===== src/rtl/tern_cmp_pkg.sv =====
package tern_cmp_pkg;

    localparam int unsigned TC_WIDTH = 32;

    typedef struct packed {
        logic data;
        logic cmp;
        logic care_n;
    } bit_op_t;

    typedef struct packed {
        logic hit;
        logic vld;
    } cmp_res_t;

    function automatic logic bit_hit(input bit_op_t op);
        return op.care_n | ~(op.data ^ op.cmp);
    endfunction

endpackage


===== src/rtl/tern_cmp_stage.sv =====
module tern_cmp_stage
    import tern_cmp_pkg::*;
(
    input  bit_op_t op_i,
    input  logic    chain_i,
    output logic    chain_o
);
    logic pos_ok;

    always_comb begin
        pos_ok  = bit_hit(op_i);
        chain_o = pos_ok ? chain_i : 1'b0;
    end
endmodule


===== src/rtl/tern_cmp_chain.sv =====
module tern_cmp_chain
    import tern_cmp_pkg::*;
#(
    parameter int unsigned WIDTH = TC_WIDTH
) (
    input  logic [WIDTH-1:0] data_i,
    input  logic [WIDTH-1:0] cmp_i,
    input  logic [WIDTH-1:0] care_n_i,
    output logic             match_o
);
    localparam int unsigned NODES = WIDTH + 1;

    logic [NODES-1:0] link;

    assign link[0] = 1'b1;

    for (genvar g = 0; g < WIDTH; g++) begin : g_stage
        bit_op_t op;
        assign op.data   = data_i[g];
        assign op.cmp    = cmp_i[g];
        assign op.care_n = care_n_i[g];

        tern_cmp_stage u_stage (
            .op_i    (op),
            .chain_i (link[g]),
            .chain_o (link[g+1])
        );
    end

    assign match_o = link[NODES-1];
endmodule


===== src/rtl/tern_cmp_top.sv =====
module tern_cmp_top
    import tern_cmp_pkg::*;
#(
    parameter int unsigned WIDTH = TC_WIDTH
) (
    input  logic             clk,
    input  logic             rst,
    input  logic             vld_i,
    input  logic [WIDTH-1:0] data_i,
    input  logic [WIDTH-1:0] cmp_i,
    input  logic [WIDTH-1:0] care_n_i,
    output logic             hit_o,
    output logic             vld_o
);
    logic     comb_match;
    cmp_res_t res_q;

    tern_cmp_chain #(.WIDTH(WIDTH)) u_chain (
        .data_i   (data_i),
        .cmp_i    (cmp_i),
        .care_n_i (care_n_i),
        .match_o  (comb_match)
    );

    always_ff @(posedge clk) begin
        if (rst) begin
            res_q <= '0;
        end else begin
            res_q.hit <= comb_match;
            res_q.vld <= vld_i;
        end
    end

    assign hit_o = res_q.hit;
    assign vld_o = res_q.vld;
endmodule


===== config.mk =====
export PLATFORM = sky130hd
export DESIGN_NAME = tern_cmp_top
export DESIGN_NICKNAME = d
export VERILOG_FILES = /design/src/rtl/tern_cmp_pkg.sv /design/src/rtl/tern_cmp_stage.sv /design/src/rtl/tern_cmp_chain.sv /design/src/rtl/tern_cmp_top.sv
export SDC_FILE = /design/constraint.sdc
export NUM_CORES = 1
export LEC_CHECK = 0
export BUFFER_PORTS_ARGS = -buffer_cell sky130_fd_sc_hd__buf_4
export CAP_MARGIN = 20
export CORE_ASPECT_RATIO = 1.1
export CORE_MARGIN = 3
export CORE_UTILIZATION = 25
export CTS_CLUSTER_SIZE = 10
export DETAILED_ROUTE_END_ITERATION = 10
export PLACE_DENSITY = 0.92
export RECOVER_POWER = 25
export SYNTH_ARGS = -nofsm -noshare
export SYNTH_HDL_FRONTEND = slang
export SYNTH_SLANG_ARGS = --single-unit
export TNS_END_PERCENT = 30

===== constraint.sdc =====
create_clock -name clk -period 1.5 [get_ports clk]
set_input_delay 0.075 -clock clk [delete_from_list [all_inputs] [get_ports clk]]
set_output_delay 0.075 -clock clk [all_outputs]
set_load 0.01 [all_outputs]

After elaboration in Yosys (flattened, before gate mapping)
Index checks and enable logic that the tools add are counted.
Word-level totals
  bits in registers: 2
  bits in latches: 0
  RAM bits: 0
  ROM bits: 0
  input bits: 99
  output and inout port bits: 2
  word-level logic and storage cells: 131
  memories: 0
Cells by class
  add/sub/neg operators: 0
  $mul: 0
  divide/modulo/power cells: 0
  magnitude comparators: 0
  eq/ne operators: 0
  shift-type cells: 0
  multiplexer cells: 1
  bitwise logic cells: 127
  reductions and logical operators: 1
Operators with widths (count)
  $not A1 Y1: 63
  $or A1 B1 Y1: 32
  $reduce_or A32 Y1: 1
  $xor A1 B1 Y1: 32
  $mux W1: 1

Depth between registers and ports, before layout
Gate-level depths: netlist (run 1).
  depth after elaboration: 5
  gate-level depth with buffers: 5
  depth with buffers taken out: 5

Hierarchy
A second synthesis (run 1) with hierarchy kept.
Second synthesis, totals
  cell total of the unflattened synthesis: 69
  area total of the unflattened synthesis: 576.8 sq um
Modules (own cells, without submodules)
  tern_cmp_stage: times used 32, cells an instance 2, area each 16.3 sq um, sequential area each 0.0 sq um
  tern_cmp_top: times used 1, cells an instance 4, area each 52.6 sq um, sequential area each 40.0 sq um
  tern_cmp_chain: times used 1, cells an instance 1, area each 3.8 sq um, sequential area each 0.0 sq um

Worst setup path after synthesis (run 1)
No wires, ideal clock.
  path kind: in2reg
  start: input cmp_i[8]
  end: register res_q (netlist bit hit_o)
  library setup time: 0.073 ns
  data arrival time: 0.766 ns
  required time: 1.427 ns
  path slack: 0.661 ns
  stages on the path: 5
  buffers on the path: 0
  cells stage by stage: xnor2_1 > o22ai_1 > nor4_1 > nand4_1 > nor3_2
Between the ends
  cells in the longest elaborated chain, start to end: 5
RTL lines
  start: declaration: line tern_cmp_top.sv:10  | input logic [WIDTH-1:0] cmp_i,
  $xor A1 B1 Y1: line tern_cmp_pkg.sv:17  | return op.care_n | ~(op.data ^ op.cmp);
  $not A1 Y1: line tern_cmp_pkg.sv:17
  $or A1 B1 Y1: line tern_cmp_pkg.sv:17
  $not A1 Y1 (no source line)
  $reduce_or A32 Y1 (no source line)
  end: declaration: line tern_cmp_top.sv:16  | cmp_res_t res_q;
No other way between the ends.
A chain may end at the register's enable or synchronous reset.

Worst setup path after layout (run 1)
  start: input cmp_i[15]
  end: register res_q (netlist bit hit_o)
Same word-level chain as after synthesis.

==> results.yml, run 1 <==
power_and_ir_drop:
  total_power_mw: 0.511
  p_leak_nw: 0.610
  powerDensity_mw_per_mm2: 403
  ir_drop_uv: 204
clock_tree:
  cts_tree: "done"
  clkSinkCount: 2
  clk_path_buf_depth: 2
  path_clk_slew_ps: 30
  ctsResizeCount: 0
  cts_buffers: 3
  cts-root-buf: "clkbuf_4"
  post_cts_buffers: 0
  hold_buffers: 0
  htree_levels: 1
drt:
  drc: 0
  wl_per_cell_um: 12.6
  vias_per_cell: 4.72
  num_vias: 840
  wl_um: 2250
  drt-initial-drc-count: 1
  dr.pass1.iters: 3
  drtAntennaViolNets: 0
layout:
  num-nets-final: 262
  insertedDiodeCount: 0
  utilization_pct: 76.0
  final_cell_mix: "buf_4 (99), xnor2_1 (32), o22ai_1 (15)"
  final_common_cell: "buf_4"
  syn_to_final_growth_pct: 167
  drive_above_1_share_pct: 65.2
critical_path:
  cp_data_arrival_time_ps: 1070
  cpPeakStageDelay_ps: 370
  slowest_stage: "nor4_1"
  cp.required_ps: 1640
  crit_path_end_kind: "register"
  critical_path_peak_fanout: 1
  crit_buf_inv: 1
  cp_cell_sequence: "buf_4, xnor2_1, o22ai_1, nor4_1, nand4_1, nor3_2"
  crit_type: "in -> reg"
  crit_path_start_kind: "input port"
  path_delay_family: "simple AND/OR/NAND/NOR gates"
timing:
  finalCritPeriodShare_pct: 61.6
  setup_tns_ps: 0
  tightest_slew_ps: 340
  grt_setup_unrepaired: "false"
  maxSlewViolCount: 0
  hold_viol: 0
  finalSetupViolations: 0
  fmax_ghz: 1.08
  max-slew-margin-rel_pct: 77.1
  fin_crit_ps: 924
yosys:
  syn_area_um2: 475
  synth_cell_type_count: 9
  seq_area_frac_synth_pct: 8.42
  ys_seq_elements: 2
  avgSynthCellArea_um2: 8.20
  netlist_instances: 58
  synth_warnings: 0
  synth_nets: 157
place:
  port_buffers: 100
  gp_congestion: 0.686
min_path:
  min_path_type: "in -> reg"
floorplan:
  die_area_mm2: 0.00246
  die_h_um: 51.7
  row_count: 15
  start_util_pct: 28.5
  pin_count: 101
  die_width_um: 47.6
  core_mm2: 0.00167
status:
  run_status: "completed"
global_route:
  grt_usage_pct: 17.3
  grt_pass1_vias: 917
  grt_pass1_wl_um: 3130
  grt_overflow: 0
  antenna_found_initial: 0
  grt_max_degree: 3
flow_run:
  max-cap-violations: 0
-- layer usage --
layer / vias to the layer above / GRT usage, % / wire [um]
met5: - / 0 / 0
met1: 343 / 15.5 / 659
li1: 421 / - / -
met4: 0 / 6.73 / 16
met2: 74 / 33.3 / 1120
met3: 2 / 5.88 / 459
-- per-stage QoR --
| step | instances | setup WS (ps) | hold WS (ps) | instance area (um2) |
|---|---|---|---|---|
| 6_report | 178 | 576 | 31.8 | 1270 |
| 5_1_grt | 178 | 444 | 11.6 | 1270 |
| 4_1_cts | 178 | 552 | 26.2 | 1270 |
| 3_5_place_dp | 175 | 319 | 259 | 1250 |
| 3_3_place_gp | 175 | 351 | 254 | 1250 |
| 2_1_floorplan | 58 | 661 | 147 | 475 |
-- registers in the layout (all words and copies together) (netlist names) --
signal / cells
hit_o: 1
vld_o: 1
-- final cells by class --
| type | instances | area [um2] |
|---|---|---|
| Multi-Input combinational cell | 56 | 435 |
| Clock buffer | 3 | 22.5 |
| Tap cell | 17 | 21.3 |
| Fill cell | 128 | 400 |
| Sequential cell | 2 | 40.0 |
| Timing Repair Buffer | 100 | 751 |
-- cell families after synthesis --
group | after synthesis | synth area share [%]
flops | 2 | 8.42
xor+xnor | 32 | 58.9
simple gates | 9 | 12.9
compound gates | 15 | 19.7
-- cells in the mapped netlist --
cell | number | area share (%)
xnor2_1 | 32 | 59
o22ai_1 | 15 | 20
nor4_1 | 3 | 3.9
dfxtp_1 | 2 | 8.4
nor2_1 | 2 | 1.6
nand4_1 | 1 | 1.3
nor2b_1 | 1 | 1.3
nor3_2 | 1 | 2.1
nor4_2 | 1 | 2.6
-- final timing paths --
check      start  endpoint  slack, ps  cells after the start
max    cmp_i[15]     hit_o        580                      6
min          rst     vld_o         30                      2
-- report_power, final --
part / total, mW / switching [mW] / internal [mW]
clock: 0.115 / 0.0271 / 0.0880
combinational: 0.341 / 0.0966 / 0.244
sequential: 0.0555 / 0.000376 / 0.0551
Power figures use the tool's default switching activity.
==> run 2, diff against run 1 <==
CORE_UTILIZATION = 24   (was 25)
PLACE_DENSITY = 0.89   (was 0.92)
clock period = 0.9 ns   (was 1.5 ns; I/O delays follow)
==> run 2 against run 1 <==
Die area is 3.6% higher. Non-clock buffer count is 1 higher. Global-route usage is 0.29 points lower. Worst setup slack worse by 540 ps. Sequential share of layout area is 0.30 points lower. Critical path depth stayed put. Sequential power is 66% higher. Largest cell class unchanged. Critical path type unchanged. Via count is 4.8% higher. First-iteration DRC count stayed put. Wire length is 8.1% higher. Worst hold slack better by 15 ps.
==> results.yml, run 2 (same netlist as run 1, synthesis figures left out) <==
place:
  dp.cells: 185
  port_buffers: 100
  gp_congestion: 0.714
  dp_hpwl_um: 2040
  pre_cts_slack_ps: -238
timing:
  finalSetupViolations: 0
  fin_crit_ps: 867
  finalCritPeriodShare_pct: 96.3
  grt_setup_unrepaired: "true"
  fmax_ghz: 1.15
  max-slew-margin-rel_pct: 84.7
  finalWorstSetupSlack_ps: 33.0
  tightest_slew_ps: 228
  hold_viol: 0
  holdWs_ps: 47.2
  maxSlewViolCount: 0
critical_path:
  crit_path_start_kind: "input port"
  critical_path_peak_fanout: 1
  cp_data_arrival_time_ps: 1020
  crit_type: "in -> reg"
  crit_path_end_kind: "register"
  cp.required_ps: 1050
drt:
  num_vias: 880
  drtAntennaViolNets: 0
  wl_um: 2430
  drt-initial-drc-count: 1
  wl_per_cell_um: 12.9
  dr.pass1.iters: 4
  vias_per_cell: 4.66
  drc: 0
layout:
  insertedDiodeCount: 0
  num-fill-cells: 133
  ff_latch_area_um2: 40.0
  multi_input_area_um2: 533
  layoutNonFillerInstCount: 189
  num-nets-final: 263
  utilization_pct: 77.1
  final_common_cell: "buf_4"
  syn_to_final_growth_pct: 196
  drive_above_1_share_pct: 73.5
  final_cell_mix: "buf_4 (95), xnor2_1 (24), o22ai_1 (12)"
floorplan:
  die_h_um: 52.7
  row_count: 16
  die_area_mm2: 0.00255
  die_width_um: 48.4
  pin_count: 101
  start_util_pct: 26.1
  core_mm2: 0.00182
clock_tree:
  clk_path_buf_depth: 2
  clkSinkCount: 2
  cts_tree: "done"
  cts-root-buf: "clkbuf_4"
  path_clk_slew_ps: 30
  cts_buffers: 3
  htree_levels: 1
  post_cts_buffers: 0
global_route:
  met3_usage_pct: 8.55
  grt_pass1_wl_um: 3390
  grt_overflow: 0
  met2_usage_pct: 33.0
  antenna_found_initial: 0
  grt_max_degree: 3
  grt_usage_pct: 17.0
  met1_usage_pct: 15.1
  grt_pass1_vias: 918
  busiest_layer: "met2"
power_and_ir_drop:
  p_leak_nw: 0.671
  ir_drop_uv: 360
  powerDensity_mw_per_mm2: 665
  total_power_mw: 0.934
flow_run:
  max-cap-violations: 0
status:
  run_status: "completed"
min_path:
  min_path_type: "in -> reg"
==> run 2: cell types whose count changed in the layout (fill, tap and decap cells not counted), sizes merged <==
cell / delta
dlygate4sd3: +1
==> run 2: power breakdown <==
group	internal (mW)	total, mW	switching [mW]
sequential	0.0918	0.0924	0.000637
clock	0.147	0.195	0.0477
combinational	0.450	0.647	0.196
==> run 2: critical path, stage by stage <==
cell     delay (ps)
buf_4           110
xnor2_1         150
o22ai_1         100
nor4_2          300
nand4_1         140
nor3_2          170
==> run 2: through the flow <==
step | TNS [ps] | cell area (um2)
2_1_floorplan | 0 | 475
5_1_grt | -68.7 | 1410
4_1_cts | 0 | 1300
6_report | 0 | 1410
3_3_place_gp | -292 | 1260
3_5_place_dp | -238 | 1260
==> run 2: final cells by class <==
class,count,area share (%)
Tap cell,27,2.40
Timing Repair Buffer,101,55.2
Multi-Input combinational cell,56,37.9
Sequential cell,2,2.85
Clock buffer,3,1.60
==> run 2: final timing paths <==
check	from	endpoint	slack, ps	cells past startpoint
worst max-delay path	cmp_i[15]	hit_o	30	6
worst min-delay path	vld_i	vld_o	50	2
==> run 2: timing repair <==
| action | CTS | global route |
|---|---|---|
| cloned | 0 | 0 |
| pin swaps | 0 | 12 |
| resized for setup | 1 | 17 |
| hold buffers | 1 | 0 |
| endpoints found under the setup margin | 1 | 1 |
| endpoints found under the hold margin | 1 | 0 |
==> run 2: per-layer routing <==
metal / vias to the layer above / share of wire [%]
li1: 424 / -
met1: 376 / 30
met2: 76 / 52
met3: 4 / 18
met4: 0 / 0.86
met5: - / 0
